`config.mk`:
```
export PLATFORM = sky130hd
export DESIGN_NAME = flash_pd_ctrl
export DESIGN_NICKNAME = d
export VERILOG_FILES = /design/src/rtl/flash_pd_pkg.sv /design/src/rtl/fpd_sync.sv /design/src/rtl/fpd_cmd_rx.sv /design/src/rtl/fpd_pwr_ctl.sv /design/src/rtl/fpd_id_tx.sv /design/src/rtl/flash_pd_ctrl.sv
export SDC_FILE = /design/constraint.sdc
export NUM_CORES = 1
export LEC_CHECK = 0
export ABC_AREA = 1
export BUFFER_PORTS_ARGS = -buffer_cell sky130_fd_sc_hd__buf_4
export CAP_MARGIN = 5
export CORE_MARGIN = 2
export CORE_UTILIZATION = 35
export DETAILED_ROUTE_END_ITERATION = 7
export PLACE_DENSITY = 0.61
export SYNTH_ARGS = -nofsm -noshare
export SYNTH_HDL_FRONTEND = slang
export SYNTH_SLANG_ARGS = --single-unit
```
`constraint.sdc`:
```
create_clock -name clk_i -period 2.05 [get_ports clk_i]
set_clock_uncertainty 0.05 [all_clocks]
set_input_delay 0.1025 -clock clk_i [delete_from_list [all_inputs] [get_ports clk_i]]
set_output_delay 0.1025 -clock clk_i [all_outputs]
set_load 0.01 [all_outputs]
```
`src/rtl/flash_pd_pkg.sv`:
```
package flash_pd_pkg;
  typedef enum logic [1:0] {
    PWR_STANDBY = 2'd0,
    PWR_ENTER   = 2'd1,
    PWR_DOWN    = 2'd2,
    PWR_WAKE    = 2'd3
  } pwr_state_e;

  localparam int unsigned OP_W      = 8;
  localparam int unsigned DUMMY_W   = 24;
  localparam logic [OP_W-1:0] OP_SLEEP   = 8'hB9;
  localparam logic [OP_W-1:0] OP_WAKE_ID = 8'hAB;
endpackage

```
`src/rtl/fpd_sync.sv`:
```
module fpd_sync #(
  parameter int unsigned STAGES = 2
) (
  input  logic clk_i,
  input  logic rst_ni,
  input  logic sclk_i,
  input  logic cs_ni,
  input  logic di_i,
  output logic sel_o,
  output logic sel_start_o,
  output logic sel_end_o,
  output logic sclk_rise_o,
  output logic sclk_fall_o,
  output logic di_o
);
  localparam int unsigned W = 3;
  localparam logic [W-1:0] RST_VAL = 3'b010; // {sclk, cs_n, di}

  logic [STAGES-1:0][W-1:0] stg_q;
  logic [W-1:0] settled;
  logic         sclk_prev_q, sel_prev_q;

  if (STAGES == 1) begin : g_one
    always_ff @(posedge clk_i or negedge rst_ni)
      if (!rst_ni) stg_q <= {STAGES{RST_VAL}};
      else         stg_q <= {sclk_i, cs_ni, di_i};
  end else begin : g_chain
    always_ff @(posedge clk_i or negedge rst_ni)
      if (!rst_ni) stg_q <= {STAGES{RST_VAL}};
      else         stg_q <= {stg_q[STAGES-2:0], {sclk_i, cs_ni, di_i}};
  end

  assign settled = stg_q[STAGES-1];

  always_ff @(posedge clk_i or negedge rst_ni) begin
    if (!rst_ni) begin
      sclk_prev_q <= 1'b0;
      sel_prev_q  <= 1'b0;
    end else begin
      sclk_prev_q <= settled[2];
      sel_prev_q  <= ~settled[1];
    end
  end

  assign sel_o       = ~settled[1];
  assign di_o        = settled[0];
  assign sclk_rise_o = sel_o & settled[2] & ~sclk_prev_q;
  assign sclk_fall_o = sel_o & ~settled[2] & sclk_prev_q;
  assign sel_start_o = sel_o & ~sel_prev_q;
  assign sel_end_o   = ~sel_o & sel_prev_q;
endmodule

```
`src/rtl/fpd_cmd_rx.sv`:
```
module fpd_cmd_rx
  import flash_pd_pkg::*;
#(
  parameter int unsigned OPW = OP_W,
  parameter int unsigned PRE = OP_W + DUMMY_W
) (
  input  logic            clk_i,
  input  logic            rst_ni,
  input  logic            sel_i,
  input  logic            sel_start_i,
  input  logic            sclk_rise_i,
  input  logic            di_i,
  input  pwr_state_e      state_i,
  output logic [OPW-1:0]  opcode_o,
  output logic            op_valid_o,
  output logic            exact_byte_o,
  output logic            preamble_done_o,
  output pwr_state_e      start_state_o
);
  localparam int unsigned CNT_W = $clog2(PRE + 1);

  logic [CNT_W-1:0] cnt_q;
  logic [OPW-1:0]   shreg_q, opcode_q;
  pwr_state_e       start_q;

  always_ff @(posedge clk_i or negedge rst_ni) begin
    if (!rst_ni) begin
      cnt_q    <= '0;
      shreg_q  <= '0;
      opcode_q <= '0;
    end else if (!sel_i) begin
      cnt_q    <= '0;
      shreg_q  <= '0;
      opcode_q <= '0;
    end else if (sclk_rise_i) begin
      shreg_q <= {shreg_q[OPW-2:0], di_i};
      if (cnt_q != CNT_W'(PRE)) cnt_q <= cnt_q + 1'b1;
      if (cnt_q == CNT_W'(OPW - 1)) opcode_q <= {shreg_q[OPW-2:0], di_i};
    end
  end

  // power state seen when the selection begins decides what the selection may do
  always_ff @(posedge clk_i or negedge rst_ni) begin
    if (!rst_ni)          start_q <= PWR_STANDBY;
    else if (sel_start_i) start_q <= state_i;
  end

  assign opcode_o        = opcode_q;
  assign op_valid_o      = cnt_q >= CNT_W'(OPW);
  assign exact_byte_o    = cnt_q == CNT_W'(OPW);
  assign preamble_done_o = cnt_q == CNT_W'(PRE);
  assign start_state_o   = start_q;

  AST_CNT_CLEARS: assert property (@(posedge clk_i) disable iff (!rst_ni)
    !sel_i |=> (cnt_q == '0));
endmodule

```
`src/rtl/fpd_pwr_ctl.sv`:
```
module fpd_pwr_ctl
  import flash_pd_pkg::*;
#(
  parameter int unsigned T_DP  = 20,
  parameter int unsigned T_RES = 30
) (
  input  logic       clk_i,
  input  logic       rst_ni,
  input  logic       sleep_req_i,
  input  logic       wake_req_i,
  input  logic       busy_i,
  output pwr_state_e state_o,
  output logic       pd_o,
  output logic       ready_o
);
  localparam int unsigned T_MAX = (T_DP > T_RES) ? T_DP : T_RES;
  localparam int unsigned TMR_W = $clog2(T_MAX + 1);

  pwr_state_e       state_q, state_d;
  logic [TMR_W-1:0] tmr_q, tmr_d;

  always_comb begin
    state_d = state_q;
    tmr_d   = '0;
    unique case (state_q)
      PWR_STANDBY: if (sleep_req_i && !busy_i) state_d = PWR_ENTER;
      PWR_ENTER: begin
        if (tmr_q == TMR_W'(T_DP - 1)) state_d = PWR_DOWN;
        else                           tmr_d   = tmr_q + 1'b1;
      end
      PWR_DOWN: if (wake_req_i) state_d = PWR_WAKE;
      PWR_WAKE: begin
        if (tmr_q == TMR_W'(T_RES - 1)) state_d = PWR_STANDBY;
        else                            tmr_d   = tmr_q + 1'b1;
      end
      default: state_d = PWR_STANDBY;
    endcase
  end

  always_ff @(posedge clk_i or negedge rst_ni) begin
    if (!rst_ni) begin
      state_q <= PWR_STANDBY;
      tmr_q   <= '0;
    end else begin
      state_q <= state_d;
      tmr_q   <= tmr_d;
    end
  end

  assign state_o = state_q;
  assign pd_o    = state_q == PWR_DOWN;
  assign ready_o = state_q == PWR_STANDBY;

  AST_SLEEP_NOT_BUSY: assert property (@(posedge clk_i) disable iff (!rst_ni)
    (state_q == PWR_STANDBY && busy_i) |=> (state_q == PWR_STANDBY));
  AST_DOWN_HOLDS: assert property (@(posedge clk_i) disable iff (!rst_ni)
    (state_q == PWR_DOWN && !wake_req_i) |=> (state_q == PWR_DOWN));
  AST_WAKE_BOUND: assert property (@(posedge clk_i) disable iff (!rst_ni)
    (state_q == PWR_WAKE) |-> (tmr_q < TMR_W'(T_RES)));
endmodule

```
`src/rtl/fpd_id_tx.sv`:
```
module fpd_id_tx #(
  parameter int unsigned        ID_W   = 8,
  parameter logic [ID_W-1:0]    DEV_ID = 8'h5C
) (
  input  logic clk_i,
  input  logic rst_ni,
  input  logic sel_i,
  input  logic sclk_fall_i,
  input  logic enable_i,
  output logic do_o,
  output logic oe_o
);
  localparam int unsigned IDX_W = (ID_W > 1) ? $clog2(ID_W) : 1;

  logic [IDX_W-1:0] idx_q;
  logic             do_q, oe_q;

  always_ff @(posedge clk_i or negedge rst_ni) begin
    if (!rst_ni) begin
      idx_q <= IDX_W'(ID_W - 1);
      do_q  <= 1'b0;
      oe_q  <= 1'b0;
    end else if (!sel_i) begin
      idx_q <= IDX_W'(ID_W - 1);
      do_q  <= 1'b0;
      oe_q  <= 1'b0;
    end else if (sclk_fall_i && enable_i) begin
      oe_q  <= 1'b1;
      do_q  <= DEV_ID[idx_q];
      idx_q <= (idx_q == '0) ? IDX_W'(ID_W - 1) : idx_q - 1'b1; // wrap repeats the byte
    end
  end

  assign do_o = do_q;
  assign oe_o = oe_q;

  AST_OE_DROPS: assert property (@(posedge clk_i) disable iff (!rst_ni)
    !sel_i |=> !oe_q);
endmodule

```
`src/rtl/flash_pd_ctrl.sv`:
```
module flash_pd_ctrl
  import flash_pd_pkg::*;
#(
  parameter int unsigned     T_DP        = 20,
  parameter int unsigned     T_RES       = 30,
  parameter int unsigned     SYNC_STAGES = 2,
  parameter logic [7:0]      DEV_ID      = 8'h5C
) (
  input  logic clk_i,
  input  logic rst_ni,
  input  logic sclk_i,
  input  logic cs_ni,
  input  logic di_i,
  input  logic busy_i,
  output logic do_o,
  output logic do_oe_o,
  output logic pd_o,
  output logic ready_o
);
  logic            sel, sel_start, sel_end, sclk_rise, sclk_fall, di_s;
  logic [OP_W-1:0] opcode;
  logic            op_valid, exact_byte, preamble_done;
  pwr_state_e      state, start_state;
  logic            sleep_req, wake_req, id_en;

  fpd_sync #(.STAGES(SYNC_STAGES)) i_sync (
    .clk_i, .rst_ni, .sclk_i, .cs_ni, .di_i,
    .sel_o(sel), .sel_start_o(sel_start), .sel_end_o(sel_end),
    .sclk_rise_o(sclk_rise), .sclk_fall_o(sclk_fall), .di_o(di_s)
  );

  fpd_cmd_rx #(.OPW(OP_W), .PRE(OP_W + DUMMY_W)) i_cmd_rx (
    .clk_i, .rst_ni,
    .sel_i(sel), .sel_start_i(sel_start), .sclk_rise_i(sclk_rise), .di_i(di_s),
    .state_i(state),
    .opcode_o(opcode), .op_valid_o(op_valid), .exact_byte_o(exact_byte),
    .preamble_done_o(preamble_done), .start_state_o(start_state)
  );

  // sleep needs release exactly at the byte boundary; wake needs any complete opcode
  assign sleep_req = sel_end && start_state == PWR_STANDBY && exact_byte && opcode == OP_SLEEP;
  assign wake_req  = sel_end && start_state == PWR_DOWN && op_valid && opcode == OP_WAKE_ID;
  assign id_en     = start_state == PWR_STANDBY && preamble_done && opcode == OP_WAKE_ID;

  fpd_pwr_ctl #(.T_DP(T_DP), .T_RES(T_RES)) i_pwr_ctl (
    .clk_i, .rst_ni,
    .sleep_req_i(sleep_req), .wake_req_i(wake_req), .busy_i,
    .state_o(state), .pd_o, .ready_o
  );

  fpd_id_tx #(.ID_W(8), .DEV_ID(DEV_ID)) i_id_tx (
    .clk_i, .rst_ni,
    .sel_i(sel), .sclk_fall_i(sclk_fall), .enable_i(id_en),
    .do_o, .oe_o(do_oe_o)
  );

  AST_NO_DO_ASLEEP: assert property (@(posedge clk_i) disable iff (!rst_ni)
    pd_o |-> !do_oe_o);
  AST_READY_XOR_PD: assert property (@(posedge clk_i) disable iff (!rst_ni)
    !(ready_o && pd_o));
endmodule

```
# ---- Word level (Yosys, flattened, before mapping)
# Memories as Yosys holds them, arrays and structs flattened.
# Cells that the tools add are included.
dict set report classes {
  muxes 24
  magnitude_cmp 2
  bitwise 10
  n_addsub 3
  reduce_logical 21
  eq_ne 16
}
# op count
set ops {}
lappend ops {{two-way mux 8 bit} 3}
lappend ops {{two-way mux 6 bit} 3}
lappend ops {{equality test 8 bit, second input constant} 2}
lappend ops {{two-way mux 7 bit} 2}
lappend ops {{equality test 5 bit, second input constant} 2}
lappend ops {{logical AND 1 bit} 10}
lappend ops {{two-way mux 5 bit} 2}
lappend ops {{one-hot mux 5 bit (2 select lines)} 1}
lappend ops {{two-way mux 3 bit} 3}
lappend ops {{two-way mux 2 bit} 4}
lappend ops {{!= test 2 x 1 -> 1 bit, second input constant} 4}
lappend ops {{one-hot mux 2 bit (4 select lines)} 1}
lappend ops {{nonzero test 2 bit} 4}
lappend ops {{adder 6 x 1 -> 6 bit, second input constant} 1}
lappend ops {{AND 1 bit} 6}
lappend ops {{equality test 2 bit, second input constant} 3}
lappend ops {{equality test 6 x 3 -> 1 bit, second input constant} 1}
lappend ops {{equality test 6 x 4 -> 1 bit, second input constant} 1}
lappend ops {{equality test 6 bit, second input constant} 1}
lappend ops {{>= comparator 6 x 4 -> 1 bit, second input constant} 1}
lappend ops {{!= test 6 bit, second input constant} 1}
lappend ops {{adder 5 x 1 -> 5 bit, second input constant} 1}
lappend ops {{two-way mux 1 bit} 5}
lappend ops {{logical NOT 2 bit} 2}
lappend ops {{8 further kinds} 12}
dict set report word_totals {
  output_inout_bits 4
  memories 1
  rom_bits 8
  regBits 43
  input_bits 6
  wordCells 90
}
# memory words width read_ports rd_clocked_by_memory_dff wr line
set mem_list {}
lappend mem_list {{(no name shown)} 8 1 1 0 0 fpd_id_tx.sv:29} ;# do_q <= DEV_ID[idx_q];

# ---- Depth between registers and ports, before layout
dict set report logic_depth {
  ltp_word 7
  mapped_depth 11
  ltp_nobuf 11
}

# ---- By module
# From an unflattened synthesis, not the netlist that was laid out.
dict set report hier_totals {
  hier_cells 252
  area_unflattened_um2 2192.1
}
# module seq_area_each_um2 area_each_um2 cells_each n_inst
set modules_own_cells {}
lappend modules_own_cells {fpd_cmd_rx 575.6 1097.3 125 1}
lappend modules_own_cells {fpd_pwr_ctl 175.2 460.4 49 1}
lappend modules_own_cells {fpd_id_tx 128.9 289.0 35 1}
lappend modules_own_cells {fpd_sync 202.7 241.5 17 1}
lappend modules_own_cells {flash_pd_ctrl 0.0 103.8 26 1}

# ---- Worst setup path after synthesis
# OpenSTA, ideal clock, no wires.
dict set report synth_path {
  path_kind {reg-to-reg}
  start {register i_sync.stg_q, in the netlist i_sync.settled[1]}
  end {register i_cmd_rx.shreg_q[6]}
  arrival_time_ns 1.268
  path_slack_ns 0.607
  setup_ns 0.125
  synth_period_minus_slack_ns 1.443
  path_buffers 1
  stages_incl_launch_ff 5
  t_required_ns 1.875
  path_cell_list {dfstp_2 > buf_2 > inv_2 > o21ai_1 > mux2_2}
}
dict set report synth_via {
  elab_chain_len 4
  word_cells_on_any_way 5
  classes_between {mux: 1; bitwise: 3; reduce/logical: 1}
}
# item line
set synth_lines {}
lappend synth_lines {{start: declaration} fpd_sync.sv:19} ;# logic [STAGES-1:0][W-1:0] stg_q;
lappend synth_lines {{start signal: assignment} fpd_sync.sv:29} ;# if (!rst_ni) stg_q <= {STAGES{RST_VAL}};
lappend synth_lines {{start signal: assignment} fpd_sync.sv:30} ;# else stg_q <= {stg_q[STAGES-2:0], {sclk_i, cs_ni, di_i}};
lappend synth_lines {{inverter 1 bit} fpd_sync.sv:45} ;# assign sel_o = ~settled[1];
lappend synth_lines {{net i_cmd_rx.sel_i} fpd_cmd_rx.sv:9} ;# input logic sel_i,
lappend synth_lines {{AND 1 bit (2 in series)} fpd_sync.sv:47} ;# assign sclk_rise_o = sel_o & settled[2] & ~sclk_prev_q;
lappend synth_lines {{nonzero test 2 bit (no line)} -}
lappend synth_lines {{end signal: assignment} fpd_cmd_rx.sv:36} ;# shreg_q <= {shreg_q[OPW-2:0], di_i};
lappend synth_lines {{end: declaration} fpd_cmd_rx.sv:23} ;# logic [OPW-1:0] shreg_q, opcode_q;
# The timed path passes the listed nets, and every way through them passes these cells.
# A chain may end at the register's enable or synchronous reset.

# ---- Worst setup path in the final report
dict set report layout_path {
  start {register i_cmd_rx.cnt_q[0]}
  end {register i_id_tx.do_q (netlist: i_id_tx.do_o)}
}
dict set report layout_via {
  elab_chain_len 5
}
# item line
set layout_lines {}
lappend layout_lines {{start: declaration} fpd_cmd_rx.sv:22} ;# logic [CNT_W-1:0] cnt_q;
lappend layout_lines {{start signal: assignment} fpd_cmd_rx.sv:37} ;# if (cnt_q != CNT_W'(PRE)) cnt_q <= cnt_q + 1'b1;
lappend layout_lines {{equality test 6 bit} fpd_cmd_rx.sv:51} ;# assign preamble_done_o = cnt_q == CNT_W'(PRE);
lappend layout_lines {{logical AND 1 bit (2 in series)} flash_pd_ctrl.sv:43} ;# assign id_en = start_state == PWR_STANDBY && preamble_done && opcode == OP_WAKE_ID;
lappend layout_lines {{logical AND 1 bit} fpd_id_tx.sv:27} ;# end else if (sclk_fall_i && enable_i) begin
lappend layout_lines {{nonzero test 2 bit (no line)} -}
lappend layout_lines {{end signal: assignment} fpd_id_tx.sv:29}
lappend layout_lines {{end: declaration} fpd_id_tx.sv:16} ;# logic do_q, oe_q;
# Every way passes these cells.

==> impl_results.html <==
<table>
<tr><th>Metric</th><th>Value</th></tr>
<tr><th colspan="2">Drt</th></tr>
<tr><td>Number of routed nets with antenna violations</td><td>0</td></tr>
<tr><td>Drt wl/cell</td><td>10.8 µm</td></tr>
<tr><td>DRC Markers</td><td>0</td></tr>
<tr><td>DR pass1 iterations</td><td>4</td></tr>
<tr><td>Wire length reported by the detailed router</td><td>3480 µm</td></tr>
<tr><td>DRC violation total after the first TritonRoute iteration</td><td>54</td></tr>
<tr><td>Overall via count from detail_route</td><td>1441</td></tr>
<tr><td>Number of vias per cell after detailed routing</td><td>around 4.5</td></tr>
<tr><th colspan="2">STA</th></tr>
<tr><td>Final worst-path cycle share</td><td>between 80% and 90%</td></tr>
<tr><td>Setup TNS</td><td>0 ns</td></tr>
<tr><td>Headroom to the max-slew limit</td><td>between 60 and 70%</td></tr>
<tr><td>Final setup violation count</td><td>0</td></tr>
<tr><td>Setup repair after global routing missed its margin</td><td>false</td></tr>
<tr><td>Final Hold Violating Endpoints</td><td>0</td></tr>
<tr><td>Transition time at the pin with the least slew margin</td><td>around 0.53 ns</td></tr>
<tr><td>Time the worst path needs with I/O delays and setup</td><td>roughly 1.7 ns</td></tr>
<tr><td>Achievable Freq</td><td>about 580 MHz</td></tr>
<tr><td>Max-slew violation total from the final report</td><td>0</td></tr>
<tr><td>Minimum setup slack in the final design</td><td>approximately 0.32 ns</td></tr>
<tr><th colspan="2">Hold path</th></tr>
<tr><td>Hold Crit Class</td><td>input pin to asynchronous set/reset pin</td></tr>
<tr><th colspan="2">Layout</th></tr>
<tr><td>Antenna diode instance count</td><td>0</td></tr>
<tr><td>Fin cells</td><td>~320</td></tr>
<tr><td>Share of cells above drive strength 1</td><td>about 11%</td></tr>
<tr><td>Synthesis-to-finish area growth</td><td>14.1%</td></tr>
<tr><td>Count of nets after finishing</td><td>roughly 270</td></tr>
<tr><td>Fraction of the core area covered by cells at the end of the flow</td><td>around two fifths</td></tr>
<tr><th colspan="2">Synthesis</th></tr>
<tr><td>Register area share after synthesis</td><td>53.4%</td></tr>
<tr><td>Commonest register cell after synthesis</td><td>dfrtp_1</td></tr>
<tr><td>Cell area after synthesis</td><td>about 0.002 mm²</td></tr>
<tr><td>Total nets after synthesis</td><td>around 250</td></tr>
<tr><td>Leading cell types by count after synthesis</td><td>nand2_1, dfrtp_1, inv_1</td></tr>
<tr><td>Largest cells by area after synthesis</td><td>dfrtp_1, nand2_1, inv_1, dfstp_2, nor2_1</td></tr>
<tr><td>Share of synthesized registers carrying an async set or reset</td><td>100%</td></tr>
<tr><td>Dominant cell by count in the synthesized netlist</td><td>nand2_1</td></tr>
<tr><td>Synth Area per Inst</td><td>roughly 8.7 µm²</td></tr>
<tr><td>Cell taking the most area after synthesis</td><td>dfrtp_1</td></tr>
<tr><td>Number of warnings issued by yosys</td><td>0</td></tr>
<tr><td>Number of distinct library cells after synthesis</td><td>24</td></tr>
<tr><td>Flops &amp; latches, synth</td><td>43</td></tr>
<tr><td>Share of the synthesized area in the top cell type</td><td>between 40 and 50%</td></tr>
<tr><td>Number of standard cells after synthesis</td><td>~230</td></tr>
<tr><td>Count of flip-flops with a built-in enable after synthesis</td><td>0</td></tr>
<tr><th colspan="2">CTS</th></tr>
<tr><td>Clock tree from TritonCTS</td><td>done</td></tr>
<tr><td>CTS root buffer</td><td>clkbuf_8</td></tr>
<tr><td>Clock transition at the registers of the reported paths</td><td>about 0.08 ns</td></tr>
<tr><td>H-Tree Depth</td><td>2</td></tr>
<tr><td>Sink Count</td><td>43</td></tr>
<tr><td>CTS buffer count</td><td>5</td></tr>
<tr><td>Post-cts resize count</td><td>0</td></tr>
<tr><td>Clock latency on the worst-skew pair</td><td>between 0.2 and 0.3 ns</td></tr>
<tr><td>Clock tree buffer depth</td><td>2</td></tr>
<tr><th colspan="2">Setup path</th></tr>
<tr><td>Arrival time of data at the critical path endpoint</td><td>1.86 ns</td></tr>
<tr><td>Setup CP Type</td><td>flip-flop to flip-flop</td></tr>
<tr><td>Biggest fanout along the worst timing path</td><td>7</td></tr>
<tr><td>Data required time of the worst path</td><td>roughly 2.2 ns</td></tr>
<tr><td>Startpoint Class</td><td>flip-flop</td></tr>
<tr><td>Setup crit end kind</td><td>flip-flop</td></tr>
<tr><th colspan="2">Die</th></tr>
<tr><td>Effective utilization at floorplan</td><td>~37%</td></tr>
<tr><td>Number of primary I/O pins</td><td>10</td></tr>
<tr><td>Site row count</td><td>27</td></tr>
<tr><td>Die H</td><td>80.1 µm</td></tr>
<tr><td>Area inside the core boundary</td><td>approximately 0.0055 mm²</td></tr>
<tr><td>Width of the die</td><td>80.1 µm</td></tr>
<tr><td>Floorplan die area</td><td>approximately 0.0064 mm²</td></tr>
<tr><th colspan="2">Placed design</th></tr>
<tr><td>Pre-CTS setup slack</td><td>about 0.34 ns</td></tr>
<tr><td>Placed Instances</td><td>slightly above 300</td></tr>
<tr><td>RePlAce Congestion</td><td>around 0.77</td></tr>
<tr><td>Count of input and output buffers</td><td>9</td></tr>
<tr><td>Half-perimeter wire length after detailed placement</td><td>between 2000 and 2500 µm</td></tr>
<tr><th colspan="2">Global route</th></tr>
<tr><td>Wire length of the first global-routing pass</td><td>between 6000 and 7000 µm</td></tr>
<tr><td>Number of antenna violations at the first check in global routing</td><td>0</td></tr>
<tr><td>Sum of overflow across all layers after global routing</td><td>0</td></tr>
<tr><td>Number of global-route vias before repair</td><td>1514</td></tr>
<tr><td>Maximum number of pins on one net before global-route repair</td><td>between 40 and 50</td></tr>
<tr><td>Global routing usage summed across all routing layers</td><td>13.0%</td></tr>
<tr><th colspan="2">Pwr</th></tr>
<tr><td>Worst ir drop on vdd</td><td>~0.39 mV</td></tr>
<tr><td>Areal power density over the cells</td><td>around 700 mW/mm²</td></tr>
<tr><td>Leakage</td><td>around 0.0011 µW</td></tr>
<tr><th colspan="2">Job</th></tr>
<tr><td>Max Cap Viol</td><td>0</td></tr>
<tr><th colspan="2">Outcome</th></tr>
<tr><td>Status</td><td>completed</td></tr>
</table>
path summary, 6_finish.rpt:
| kind | from | depth (start not counted) | slack, ns | to |
|---|---|---|---|---|
| setup / recovery | i_cmd_rx.cnt_q[0] | 9 | 0.32 | i_id_tx.do_o |
| hold / removal | rst_ni | 2 | 0.28 | i_cmd_rx.start_state_o[1] |
| setup reg to reg | i_cmd_rx.cnt_q[0] | 9 | 0.32 | i_id_tx.do_o |
| hold reg to reg | i_sync.stg_q[0] | 0 | 0.30 | i_sync.settled[0] |
| max in group asynchronous | rst_ni | 2 | 1.30 | i_sync.stg_q[1] |
| min in group clk_i | busy_i | 8 | 0.28 | i_pwr_ctl.state_o[1] |
worst max-delay path, cell delays in order, from the launching register on:
cell	delay, ns
dfrtp_1	0.40
inv_1	0.10
ha_1	0.16
inv_1	0.04
nor2_1	0.16
nand3_1	0.15
inv_1	0.08
nand3_1	0.20
o21ai_0	0.23
a21oi_1	0.06
state kept, by name, summed over array words and instances (netlist names):
register and flops:
i_sync.sclk_prev_q 1, i_sync.stg_q 3, i_cmd_rx.start_state_o 2, i_id_tx.oe_o 1, i_id_tx.do_o 1, i_id_tx.idx_q 3
i_pwr_ctl.tmr_q 5, i_pwr_ctl.state_o 2, i_cmd_rx.shreg_q 7, i_sync.sel_prev_q 1, i_cmd_rx.cnt_q 6, i_cmd_rx.opcode_o 8
i_sync.settled 3
power by group:
part / switching (µW) / internal [µW] / total (µW) / leakage (µW)
Combinational: 56.7 / 29.8 / 86.5 / 0.000477
Clock: 295 / 363 / 658 / 0.0000581
Sequential: 17.1 / 868 / 885 / 0.000566
final cells by class:
class | instances | area [µm²]
Fill cell | 573 | 3230
Sequential cell | 43 | 1080
Multi-Input combinational cell | 147 | 773
Inverter | 39 | 146
Timing Repair Buffer | 13 | 108
Tap cell | 72 | 90.1
Clock buffer | 5 | 68.8
Clock inverter | 3 | 43.8
logic make-up after synthesis:
group           Yosys count  synth area share [%]
simple gates            101                  21.3
buf+inv                  43                  8.46
flops                    43                  53.4
compound gates           30                  7.96
fa+ha+maj                10                  6.17
xor+xnor                  5                  2.16
mux                       1                 0.556
placed cells by master, fill, tap and decap left out, types with 2 or more instances in the layout:
| master | n |
|---|---|
| a21oi_1 | 4 |
| buf_4 | 9 |
| clkbuf_8 | 5 |
| dfrtp_1 | 38 |
| dfstp_2 | 5 |
| dlygate4sd3_1 | 4 |
| ha_1 | 10 |
| inv_1 | 38 |
| nand2_1 | 42 |
| nand3_1 | 14 |
| nand4_1 | 5 |
| nor2_1 | 35 |
| o21ai_0 | 22 |
| o21ai_1 | 3 |
| xnor2_1 | 2 |
| xor2_1 | 3 |
metrics by stage:
| stage | hold slack (ns) | power, µW | area [µm²] |
|---|---|---|---|
| after floorplan | -0.243 | 946 | 2030 |
| after global placement | 0.0735 | 982 | 2160 |
| after detailed placement | 0.0793 | 985 | 2160 |
| after CTS | 0.271 | 1660 | 2310 |
| after global routing | 0.312 | 1700 | 2310 |
| final | 0.276 | 1630 | 2310 |
what timing repair did:
action,4_1_cts,5_1_grt
hold buffers,4,0
setup buffers,0,0
endpoints found under the hold margin,41,0
per-layer routing:
layer	share of wire, %	vias up	GRT usage (%)
met4	1.2	0	5.08
met3	2.8	4	3.37
li1	-	756	-
met5	0	-	0
met2	47	16	22.9
met1	48	665	14.9
Power figures use the tool's default switching activity.
